$ cat config.mk
export PLATFORM = sky130hd
export DESIGN_NAME = zone_regbank
export DESIGN_NICKNAME = d
export VERILOG_FILES = /design/src/rtl/zone_regbank_pkg.sv /design/src/rtl/zr_store.sv /design/src/rtl/zr_rd_pipe.sv /design/src/rtl/zr_zone_sel.sv /design/src/rtl/zone_regbank.sv
export SDC_FILE = /design/constraint.sdc
export NUM_CORES = 1
export LEC_CHECK = 0
export ABC_AREA = 1
export CORE_ASPECT_RATIO = 1.75
export CORE_MARGIN = 4
export CORE_UTILIZATION = 40
export DETAILED_ROUTE_END_ITERATION = 8
export SLEW_MARGIN = 20
export SYNTH_ARGS = -nofsm -noshare
export SYNTH_HDL_FRONTEND = slang
export SYNTH_SLANG_ARGS = --single-unit
$ cat constraint.sdc
create_clock -name clk -period 1.85 [get_ports clk]
set_input_delay 0.37 -clock clk [delete_from_list [all_inputs] [get_ports clk]]
set_output_delay 0.37 -clock clk [all_outputs]
set_load 0.03 [all_outputs]
$ cat src/rtl/zone_regbank_pkg.sv
package zone_regbank_pkg;
    localparam int DATA_W    = 8;
    localparam int GAIN_W    = 5;
    localparam int NZ        = 3;
    localparam int ZI_W      = $clog2(NZ);
    localparam int SLEEP_BIT = 4;

    typedef struct packed {
        logic [NZ-1:0][DATA_W-1:0] offs;
        logic [NZ-1:0][GAIN_W-1:0] gain;
        logic [DATA_W-1:0]         mode;
    } regs_t;
endpackage

$ cat src/rtl/zr_store.sv
module zr_store
    import zone_regbank_pkg::*;
#(
    parameter int ADDR_W    = 5,
    parameter int MODE_ADDR = 31
) (
    input  logic              clk,
    input  logic              rst,
    input  logic              wr_en,
    input  logic [ADDR_W-1:0] wr_addr,
    input  logic [DATA_W-1:0] wr_data,
    input  logic [ADDR_W-1:0] rd_addr,
    output logic [DATA_W-1:0] rd_word,
    input  logic [ZI_W-1:0]   zone_idx,
    output logic [GAIN_W-1:0] zone_gain,
    output logic [DATA_W-1:0] zone_offset,
    output logic              sleep
);
    regs_t regs_d, regs_q;

    always_comb begin
        regs_d = regs_q;
        if (rst) begin
            regs_d = '0;
        end else if (wr_en) begin
            for (int z = 0; z < NZ; z++) begin
                if (wr_addr == ADDR_W'(2 * z))
                    regs_d.offs[z] = wr_data;
                if (wr_addr == ADDR_W'(2 * z + 1))
                    regs_d.gain[z] = wr_data[GAIN_W-1:0];
            end
            if (wr_addr == ADDR_W'(MODE_ADDR))
                regs_d.mode = wr_data;
        end
    end

    always_ff @(posedge clk) begin
        regs_q <= regs_d;
    end

    always_comb begin
        rd_word = '0;
        for (int z = 0; z < NZ; z++) begin
            if (rd_addr == ADDR_W'(2 * z))
                rd_word = regs_q.offs[z];
            if (rd_addr == ADDR_W'(2 * z + 1))
                rd_word = DATA_W'(regs_q.gain[z]);
        end
        if (rd_addr == ADDR_W'(MODE_ADDR))
            rd_word = regs_q.mode;
    end

    always_comb begin
        zone_gain   = '0;
        zone_offset = '0;
        for (int z = 0; z < NZ; z++) begin
            if (zone_idx == ZI_W'(z)) begin
                zone_gain   = regs_q.gain[z];
                zone_offset = regs_q.offs[z];
            end
        end
    end

    assign sleep = regs_q.mode[SLEEP_BIT];
endmodule

$ cat src/rtl/zr_rd_pipe.sv
module zr_rd_pipe
    import zone_regbank_pkg::*;
#(
    parameter int RD_LAT = 4
) (
    input  logic              clk,
    input  logic              rst,
    input  logic              req,
    input  logic [DATA_W-1:0] word,
    output logic              rsp_valid,
    output logic [DATA_W-1:0] rsp_data
);
    logic [RD_LAT-1:0]             vld_d, vld_q;
    logic [RD_LAT-1:0][DATA_W-1:0] dat_d, dat_q;

    always_comb begin
        vld_d    = vld_q;
        dat_d    = dat_q;
        vld_d[0] = req;
        dat_d[0] = word;
        for (int s = 1; s < RD_LAT; s++) begin
            vld_d[s] = vld_q[s-1];
            dat_d[s] = dat_q[s-1];
        end
        if (rst) begin
            vld_d = '0;
            dat_d = '0;
        end
    end

    always_ff @(posedge clk) begin
        vld_q <= vld_d;
        dat_q <= dat_d;
    end

    assign rsp_valid = vld_q[RD_LAT-1];
    assign rsp_data  = dat_q[RD_LAT-1];
endmodule

$ cat src/rtl/zr_zone_sel.sv
module zr_zone_sel
    import zone_regbank_pkg::*;
#(
    parameter int PIX_W    = 7,
    parameter int ZONE_PIX = 34
) (
    input  logic [PIX_W-1:0] pix_idx,
    output logic [ZI_W-1:0]  zone_idx
);
    always_comb begin
        zone_idx = ZI_W'(NZ - 1);
        for (int z = NZ - 2; z >= 0; z--) begin
            if (int'(pix_idx) < (z + 1) * ZONE_PIX)
                zone_idx = ZI_W'(z);
        end
    end
endmodule

$ cat src/rtl/zone_regbank.sv
module zone_regbank
    import zone_regbank_pkg::*;
#(
    parameter int ADDR_W    = 5,
    parameter int MODE_ADDR = 31,
    parameter int RD_LAT    = 4,
    parameter int PIX_W     = 7,
    parameter int ZONE_PIX  = 34
) (
    input  logic              clk,
    input  logic              rst,
    input  logic              wr_en,
    input  logic [ADDR_W-1:0] wr_addr,
    input  logic [DATA_W-1:0] wr_data,
    input  logic              rd_en,
    input  logic [ADDR_W-1:0] rd_addr,
    output logic              rd_valid,
    output logic [DATA_W-1:0] rd_data,
    input  logic [PIX_W-1:0]  pix_idx,
    output logic [GAIN_W-1:0] zone_gain,
    output logic [DATA_W-1:0] zone_offset,
    output logic              sleep
);
    logic [DATA_W-1:0] rd_word;
    logic [ZI_W-1:0]   zone_idx;

    zr_zone_sel #(.PIX_W(PIX_W), .ZONE_PIX(ZONE_PIX)) u_sel (
        .pix_idx  (pix_idx),
        .zone_idx (zone_idx)
    );

    zr_store #(.ADDR_W(ADDR_W), .MODE_ADDR(MODE_ADDR)) u_store (
        .clk         (clk),
        .rst         (rst),
        .wr_en       (wr_en),
        .wr_addr     (wr_addr),
        .wr_data     (wr_data),
        .rd_addr     (rd_addr),
        .rd_word     (rd_word),
        .zone_idx    (zone_idx),
        .zone_gain   (zone_gain),
        .zone_offset (zone_offset),
        .sleep       (sleep)
    );

    zr_rd_pipe #(.RD_LAT(RD_LAT)) u_pipe (
        .clk       (clk),
        .rst       (rst),
        .req       (rd_en),
        .word      (rd_word),
        .rsp_valid (rd_valid),
        .rsp_data  (rd_data)
    );
endmodule

# After elaboration in Yosys (flattened, before gate mapping)
# Index checks and enable logic that the tools add are counted.
# totals
register_bits	83
elab_cells	53
# op_classes
magnitude_cmp	2
eq_ne	14
mux	15
reduce_logical	10
# op_table
op	n
$mux 8	10
$eq 5x2->1 const B	4
$eq 5x3->1 const B	4
$mux 5	3
$reduce_and 2->1	7
$eq 5x1->1 const B	2
$eq 5x5->1 const B	2
$logic_not 5->1	2
$lt 7x6->1 const B	1
$lt 7x7->1 const B	1
$mux 2	2
$eq 2x1->1 const B	1
$eq 2x2->1 const B	1
$logic_not 2->1	1

# Depth between registers and ports, before layout
# logic_depth
ltp_word	8
ltp_mapped	10
ltp_nobuf	9

# By module
# Synthesis repeated with hierarchy kept, for this count alone.
# unflattened
hier_cells	510
hier_area_um2	3613.5
# by_module_without_submodules
module	n_inst	cells_each	area_per_inst_um2	seq_area_each_um2
zr_store	1	377	2459.9	940.9
zr_rd_pipe	1	120	1101.1	720.7
zr_zone_sel	1	13	52.6	0.0

# Least setup slack after synthesis
# No wires, ideal clock.
# synth_path
kind	input to output
from	in pix_idx[3]
to	out zone_gain[0]
arrival_time_ps	1541
required_time_ps	1480
slack_ps	-61
cell_stages	6
n_path_buf	1
cell_sequence	nor2_1 > nand2_1 > o21ai_2 > nand2_1 > buf_4 > o211ai_1
# synth_via
elab_chain_len	7
word_cells_on_any_way	10
classes_between	order compare: 2; eq/ne: 2; mux: 5; reduce/logical: 1
# synth_rtl
item	line_no	text
from (decl)	zone_regbank.sv:19	input logic [PIX_W-1:0] pix_idx,
$lt 7x7->1	zr_zone_sel.sv:13	if (int'(pix_idx) < (z + 1) * ZONE_PIX)
$mux 2	zr_zone_sel.sv:13	
$mux 2 *	zr_zone_sel.sv:13	
$logic_not 2->1	zr_store.sv:57	if (zone_idx == ZI_W'(z)) begin
$mux 5 (2 in series)	zr_store.sv:57	
$mux 5 *	zr_store.sv:57	
to (decl)	zone_regbank.sv:20	output logic [GAIN_W-1:0] zone_gain,
# Mark *: on every way between the ends. The rest lies on a longest branch, timed or not.

# Worst setup path after layout
# layout_path
from	in pix_idx[4]
to	out zone_gain[2]
# Same word-level chain as after synthesis.

==> metrics.txt <==
# TYPE chip_impl_metric gauge
chip_impl_metric{name="first_pass_grt_wire_length",unit="microns"} 15300
chip_impl_metric{name="die_h",unit="microns"} 133
chip_impl_metric{name="p_clk_share",unit="%"} 45.1
chip_impl_metric{name="clkSlewWorstSetupHoldPaths",unit="ns"} 0.07
chip_impl_metric{name="vdd_ir_drop_max",unit="V"} 0.000636
chip_impl_info{name="min_path_type",value="reg -> reg"} 1
chip_impl_metric{name="routabilityCongestion",unit=""} 0.959
chip_impl_metric{name="avgSynthCellArea",unit="sq um"} 7.32
chip_impl_metric{name="pwr-share-seq",unit="%"} 45.4
chip_impl_metric{name="cts_sinks",unit=""} 83
chip_impl_info{name="cts_tree",value="done"} 1
chip_impl_metric{name="clk_path_buf_depth",unit=""} 2
chip_impl_info{name="crit_type",value="in -> out"} 1
chip_impl_metric{name="worst-slew-pin-transition",unit="ns"} 0.399
chip_impl_metric{name="pin_count",unit=""} 52
chip_impl_metric{name="flow.area_growth_from_synthesis",unit="%"} 34.7
chip_impl_metric{name="cp_data_required_time",unit="ns"} 1.48
chip_impl_metric{name="antenna_cells_inserted",unit=""} 0
chip_impl_metric{name="track_usage",unit="%"} 19.1
chip_impl_metric{name="proportion_of_layout_cells_with_a_drive_suffix_above_1",unit="%"} 18.1
chip_impl_metric{name="first_pass_iters",unit=""} 7
chip_impl_metric{name="initial_core_utilization",unit="%"} 40.9
chip_impl_metric{name="num_vias",unit=""} 3323
chip_impl_metric{name="setup_violations",unit=""} 1
chip_impl_metric{name="die_x",unit="microns"} 79.1
chip_impl_metric{name="report.power.total",unit="mW"} 3.99
chip_impl_metric{name="finalClockSkew",unit="ns"} 0.00501
chip_impl_metric{name="number_of_antenna_violations_at_the_first_check_in_global_routing",unit=""} 0
chip_impl_info{name="synth_largest_area_cell",value="sky130_fd_sc_hd__dfxtp_1"} 1
chip_impl_metric{name="pwr-share-comb",unit="%"} 9.5
chip_impl_metric{name="hpwl",unit="microns"} 7330
chip_impl_metric{name="dp_worst_setup_slack",unit="ns"} -0.500
chip_impl_metric{name="timing.max_slew.rel_slack",unit="%"} 73.3
chip_impl_info{name="clk_root_buffer_cell",value="sky130_fd_sc_hd__clkbuf_16"} 1
chip_impl_metric{name="coreArea",unit="sq mm"} 0.00867
chip_impl_metric{name="largest_net_degree_at_the_start_of_global_routing",unit=""} 38
chip_impl_metric{name="post-route-worst-setup-slack",unit="ns"} -0.00641
chip_impl_info{name="unrepaired_setup_endpoints_after_global_routing",value="true"} 1
chip_impl_metric{name="maxSlewViolCount",unit=""} 0
chip_impl_metric{name="drcViolationCount",unit=""} 0
chip_impl_metric{name="vias_per_cell",unit=""} 4.85
chip_impl_metric{name="floorplan.die_area",unit="sq mm"} 0.0105
chip_impl_metric{name="max_cap_violations",unit=""} 0
chip_impl_metric{name="grt-ovfl-total",unit=""} 0
chip_impl_metric{name="cts.htree.levels",unit=""} 3
chip_impl_metric{name="layout.filler_cells",unit=""} 864
chip_impl_metric{name="switching_share",unit="%"} 24.3
chip_impl_metric{name="postSynthCellCount",unit=""} 484
chip_impl_metric{name="netlist_area",unit="sq mm"} 0.00354
chip_impl_metric{name="min_period_over_period",unit="%"} 100
chip_impl_metric{name="syn-num-nets",unit=""} 513
chip_impl_metric{name="crit_arrival",unit="ns"} 1.49
chip_impl_metric{name="tritoncts.num_buffers",unit=""} 9
chip_impl_metric{name="p_leak",unit="nW"} 1.90
chip_impl_info{name="synth_top_cells_by_area",value="sky130_fd_sc_hd__dfxtp_1, sky130_fd_sc_hd__nand2_1, sky130_fd_sc_hd__inv_1, sky130_fd_sc_hd__nor2_1, sky130_fd_sc_hd__a21oi_1"} 1
chip_impl_metric{name="synth_seq_area_share",unit="%"} 46.9
chip_impl_metric{name="cellInternalPower",unit="mW"} 3.02
chip_impl_metric{name="synth.yosys.warnings",unit=""} 0
chip_impl_metric{name="max_clock_freq",unit="MHz"} 539
chip_impl_metric{name="netlist-cell-type-count",unit=""} 28
chip_impl_info{name="run_status",value="finished, violations left"} 1
chip_impl_info{name="crit_path_start_kind",value="input pin"} 1
chip_impl_metric{name="ant_nets",unit=""} 0
chip_impl_metric{name="switching_power",unit="mW"} 0.968
chip_impl_metric{name="cts_hold_buffers",unit=""} 0
chip_impl_metric{name="avgRoutedWirePerCell",unit="microns"} 13.9
chip_impl_metric{name="layout_nets",unit=""} 592
chip_impl_metric{name="finalHoldViolCount",unit=""} 0
chip_impl_metric{name="fp-row-count",unit=""} 45
chip_impl_metric{name="finalCriticalPeriod",unit="ns"} 1.86
chip_impl_metric{name="crit_path_max_fanout",unit=""} 8
chip_impl_metric{name="finalWirelength",unit="microns"} 9550
chip_impl_metric{name="synth.ff_latch_count",unit=""} 83
chip_impl_metric{name="drt_iter0_drc",unit=""} 245
chip_impl_info{name="endpoint_kind",value="primary output"} 1
chip_impl_info{name="failed_checks",value="negative setup slack"} 1
chip_impl_metric{name="yosys.area.top_type_share",unit="%"} 46.9
chip_impl_metric{name="port_buffers",unit=""} 50
chip_impl_metric{name="power-per-cell-area",unit="mW/mm^2"} 836
chip_impl_metric{name="first_global_vias",unit=""} 3191
chip_impl_metric{name="clk_latency",unit="ns"} 0.34
[metal layers]
| metal | global-route usage, % | wire [microns] | up-vias |
|---|---|---|---|
| li1 | - | - | 1706 |
| met1 | 21.5 | 3730 | 1489 |
| met2 | 32.9 | 4980 | 106 |
| met3 | 3.34 | 497 | 22 |
| met4 | 11.3 | 336 | 0 |
| met5 | 0 | 0 | - |
[what timing repair did]
action                                  4_1_cts  5_1_grt
buffers inserted                              1        1
resized for setup                            26        8
pin swaps                                     8        7
hold endpoints to repair                      0        0
endpoints found under the setup margin       13       12
[flip-flops by register name, indices dropped and copies added (netlist names)]
| register | flops |
|---|---|
| u_store.sleep | 1 |
| u_pipe.rsp_data | 8 |
| u_pipe.vld_q | 4 |
| u_store.regs_q | 46 |
| u_pipe.dat_q | 24 |
[path summary, 6_finish.rpt]
| path | from | to | slack, ns | cells after the start |
|---|---|---|---|---|
| setup / recovery | pix_idx[4] | zone_gain[2] | -0.006 | 8 |
| hold / removal | u_pipe.dat_q[7]$_SDFF_PP0_ | u_pipe.dat_q[15]$_SDFF_PP0_ | 0.40 | 2 |
| setup reg to reg | u_store.regs_q[8]$_SDFFE_PP0P_ | u_pipe.dat_q[0]$_SDFF_PP0_ | 0.91 | 6 |
| hold reg to reg | u_pipe.dat_q[7]$_SDFF_PP0_ | u_pipe.dat_q[15]$_SDFF_PP0_ | 0.40 | 2 |
[synthesized netlist by cell type]
library cell and count:
sky130_fd_sc_hd__buf_2 4, sky130_fd_sc_hd__nand3_1 32, sky130_fd_sc_hd__o21ai_0 31, sky130_fd_sc_hd__nor3_4 2, sky130_fd_sc_hd__nand2_2 2, sky130_fd_sc_hd__nand3b_1 1
sky130_fd_sc_hd__buf_6 1, sky130_fd_sc_hd__nor3_2 1, sky130_fd_sc_hd__o21ai_1 2, sky130_fd_sc_hd__nand2_1 75, sky130_fd_sc_hd__inv_1 74, sky130_fd_sc_hd__a21oi_1 42
sky130_fd_sc_hd__clkbuf_1 9, sky130_fd_sc_hd__buf_4 11, sky130_fd_sc_hd__inv_2 1, sky130_fd_sc_hd__o211ai_1 11, sky130_fd_sc_hd__o221ai_1 1, sky130_fd_sc_hd__nor3_1 2
sky130_fd_sc_hd__dfxtp_1 83, sky130_fd_sc_hd__nand4_1 18, sky130_fd_sc_hd__o21ai_2 1, sky130_fd_sc_hd__and3_2 1, sky130_fd_sc_hd__nor2_8 1, sky130_fd_sc_hd__nor2_1 68
sky130_fd_sc_hd__clkinv_1 2, sky130_fd_sc_hd__nor2_4 2, sky130_fd_sc_hd__nor2_2 3, sky130_fd_sc_hd__o22ai_1 3
[final cells by class]
cell class              count  area, sq um  area share (%)
flip-flops and latches     83         1660            34.8
inverters                  77          292            6.11
multi-input cells         299         1520            31.8
well taps                 117          146            3.07
clock inverters             7         76.3            1.60
clock buffers               9          225            4.72
repair buffers             93          855            17.9
[metrics by stage]
| stage | utilization [%] | std cells | hold slack [ns] | TNS (ns) | cell area [sq um] |
|---|---|---|---|---|---|
| after global routing | 55.0 | 685 | 0.410 | -0.375 | 4770 |
| after floorplan | - | 484 | 0.388 | -0.0212 | 3570 |
| after CTS | 54.5 | 684 | 0.397 | -0.00878 | 4730 |
| final | 55.0 | 685 | 0.395 | -0.00641 | 4770 |
| after global placement | 50.8 | 667 | 0.388 | -6.03 | 4400 |
| after detailed placement | 50.8 | 667 | 0.394 | -6.17 | 4400 |
[power groups by stage]
stage,logic [mW],registers (mW),clock network [mW]
after floorplan,0.157,1.85,0
after global placement,0.360,1.85,0
after detailed placement,0.363,1.85,0
after CTS,0.370,1.81,1.84
after global routing,0.410,1.81,1.92
final,0.378,1.81,1.80
[cell families (layout without fill, tap and decap cells)]
logic type             count (synthesis)  count (layout)  synth area share (%)
AND/OR/NAND/NOR                      208             208                  26.8
buffers and inverters                102             186                  12.3
AO/OA/AOI/OAI                         91              91                  13.9
flip-flops                            83              83                  46.9
[worst max-delay path, cell delays in order]
cell and delay (ns):
sky130_fd_sc_hd__buf_6 0.10, sky130_fd_sc_hd__nor2_4 0.11, sky130_fd_sc_hd__nand2_4 0.07, sky130_fd_sc_hd__o21ai_4 0.22, sky130_fd_sc_hd__nand2_4 0.10, sky130_fd_sc_hd__buf_12 0.15
sky130_fd_sc_hd__o211ai_1 0.18, sky130_fd_sc_hd__buf_4 0.19
[layout by cell type (no fill, tap or decap)]
cell type,synthesis,layout
sky130_fd_sc_hd__nand2_4,0,3
sky130_fd_sc_hd__o21ai_1,2,2
sky130_fd_sc_hd__nor2_1,68,63
sky130_fd_sc_hd__nand3b_1,1,1
sky130_fd_sc_hd__o22ai_2,0,1
sky130_fd_sc_hd__nand4_1,18,18
sky130_fd_sc_hd__buf_12,0,5
sky130_fd_sc_hd__o21ai_4,0,2
sky130_fd_sc_hd__buf_6,1,4
sky130_fd_sc_hd__nor3_4,2,2
sky130_fd_sc_hd__nor2_8,1,1
sky130_fd_sc_hd__dfxtp_1,83,83
sky130_fd_sc_hd__bufinv_16,0,1
sky130_fd_sc_hd__clkinv_4,0,1
sky130_fd_sc_hd__nor2_2,3,7
sky130_fd_sc_hd__clkinvlp_4,0,2
sky130_fd_sc_hd__o221ai_2,0,1
sky130_fd_sc_hd__inv_2,1,1
sky130_fd_sc_hd__clkbuf_16,0,9
sky130_fd_sc_hd__nand2_1,75,72
sky130_fd_sc_hd__o21ai_0,31,30
sky130_fd_sc_hd__buf_2,4,2
sky130_fd_sc_hd__nand3_1,32,32
sky130_fd_sc_hd__a21oi_1,42,42
sky130_fd_sc_hd__o211ai_1,11,11
sky130_fd_sc_hd__buf_4,11,48
sky130_fd_sc_hd__nor2_4,2,3
sky130_fd_sc_hd__dlygate4sd2_1,0,2
sky130_fd_sc_hd__nor3_1,2,2
sky130_fd_sc_hd__nor3_2,1,1
sky130_fd_sc_hd__and3_2,1,1
sky130_fd_sc_hd__inv_1,74,74
sky130_fd_sc_hd__inv_6,0,2
sky130_fd_sc_hd__o22ai_1,3,2
sky130_fd_sc_hd__clkdlybuf4s15_2,0,1
sky130_fd_sc_hd__clkinv_2,0,3
sky130_fd_sc_hd__nand2_2,2,2
sky130_fd_sc_hd__clkdlybuf4s50_1,0,31
No activity file was read; power rests on OpenSTA's default activity.
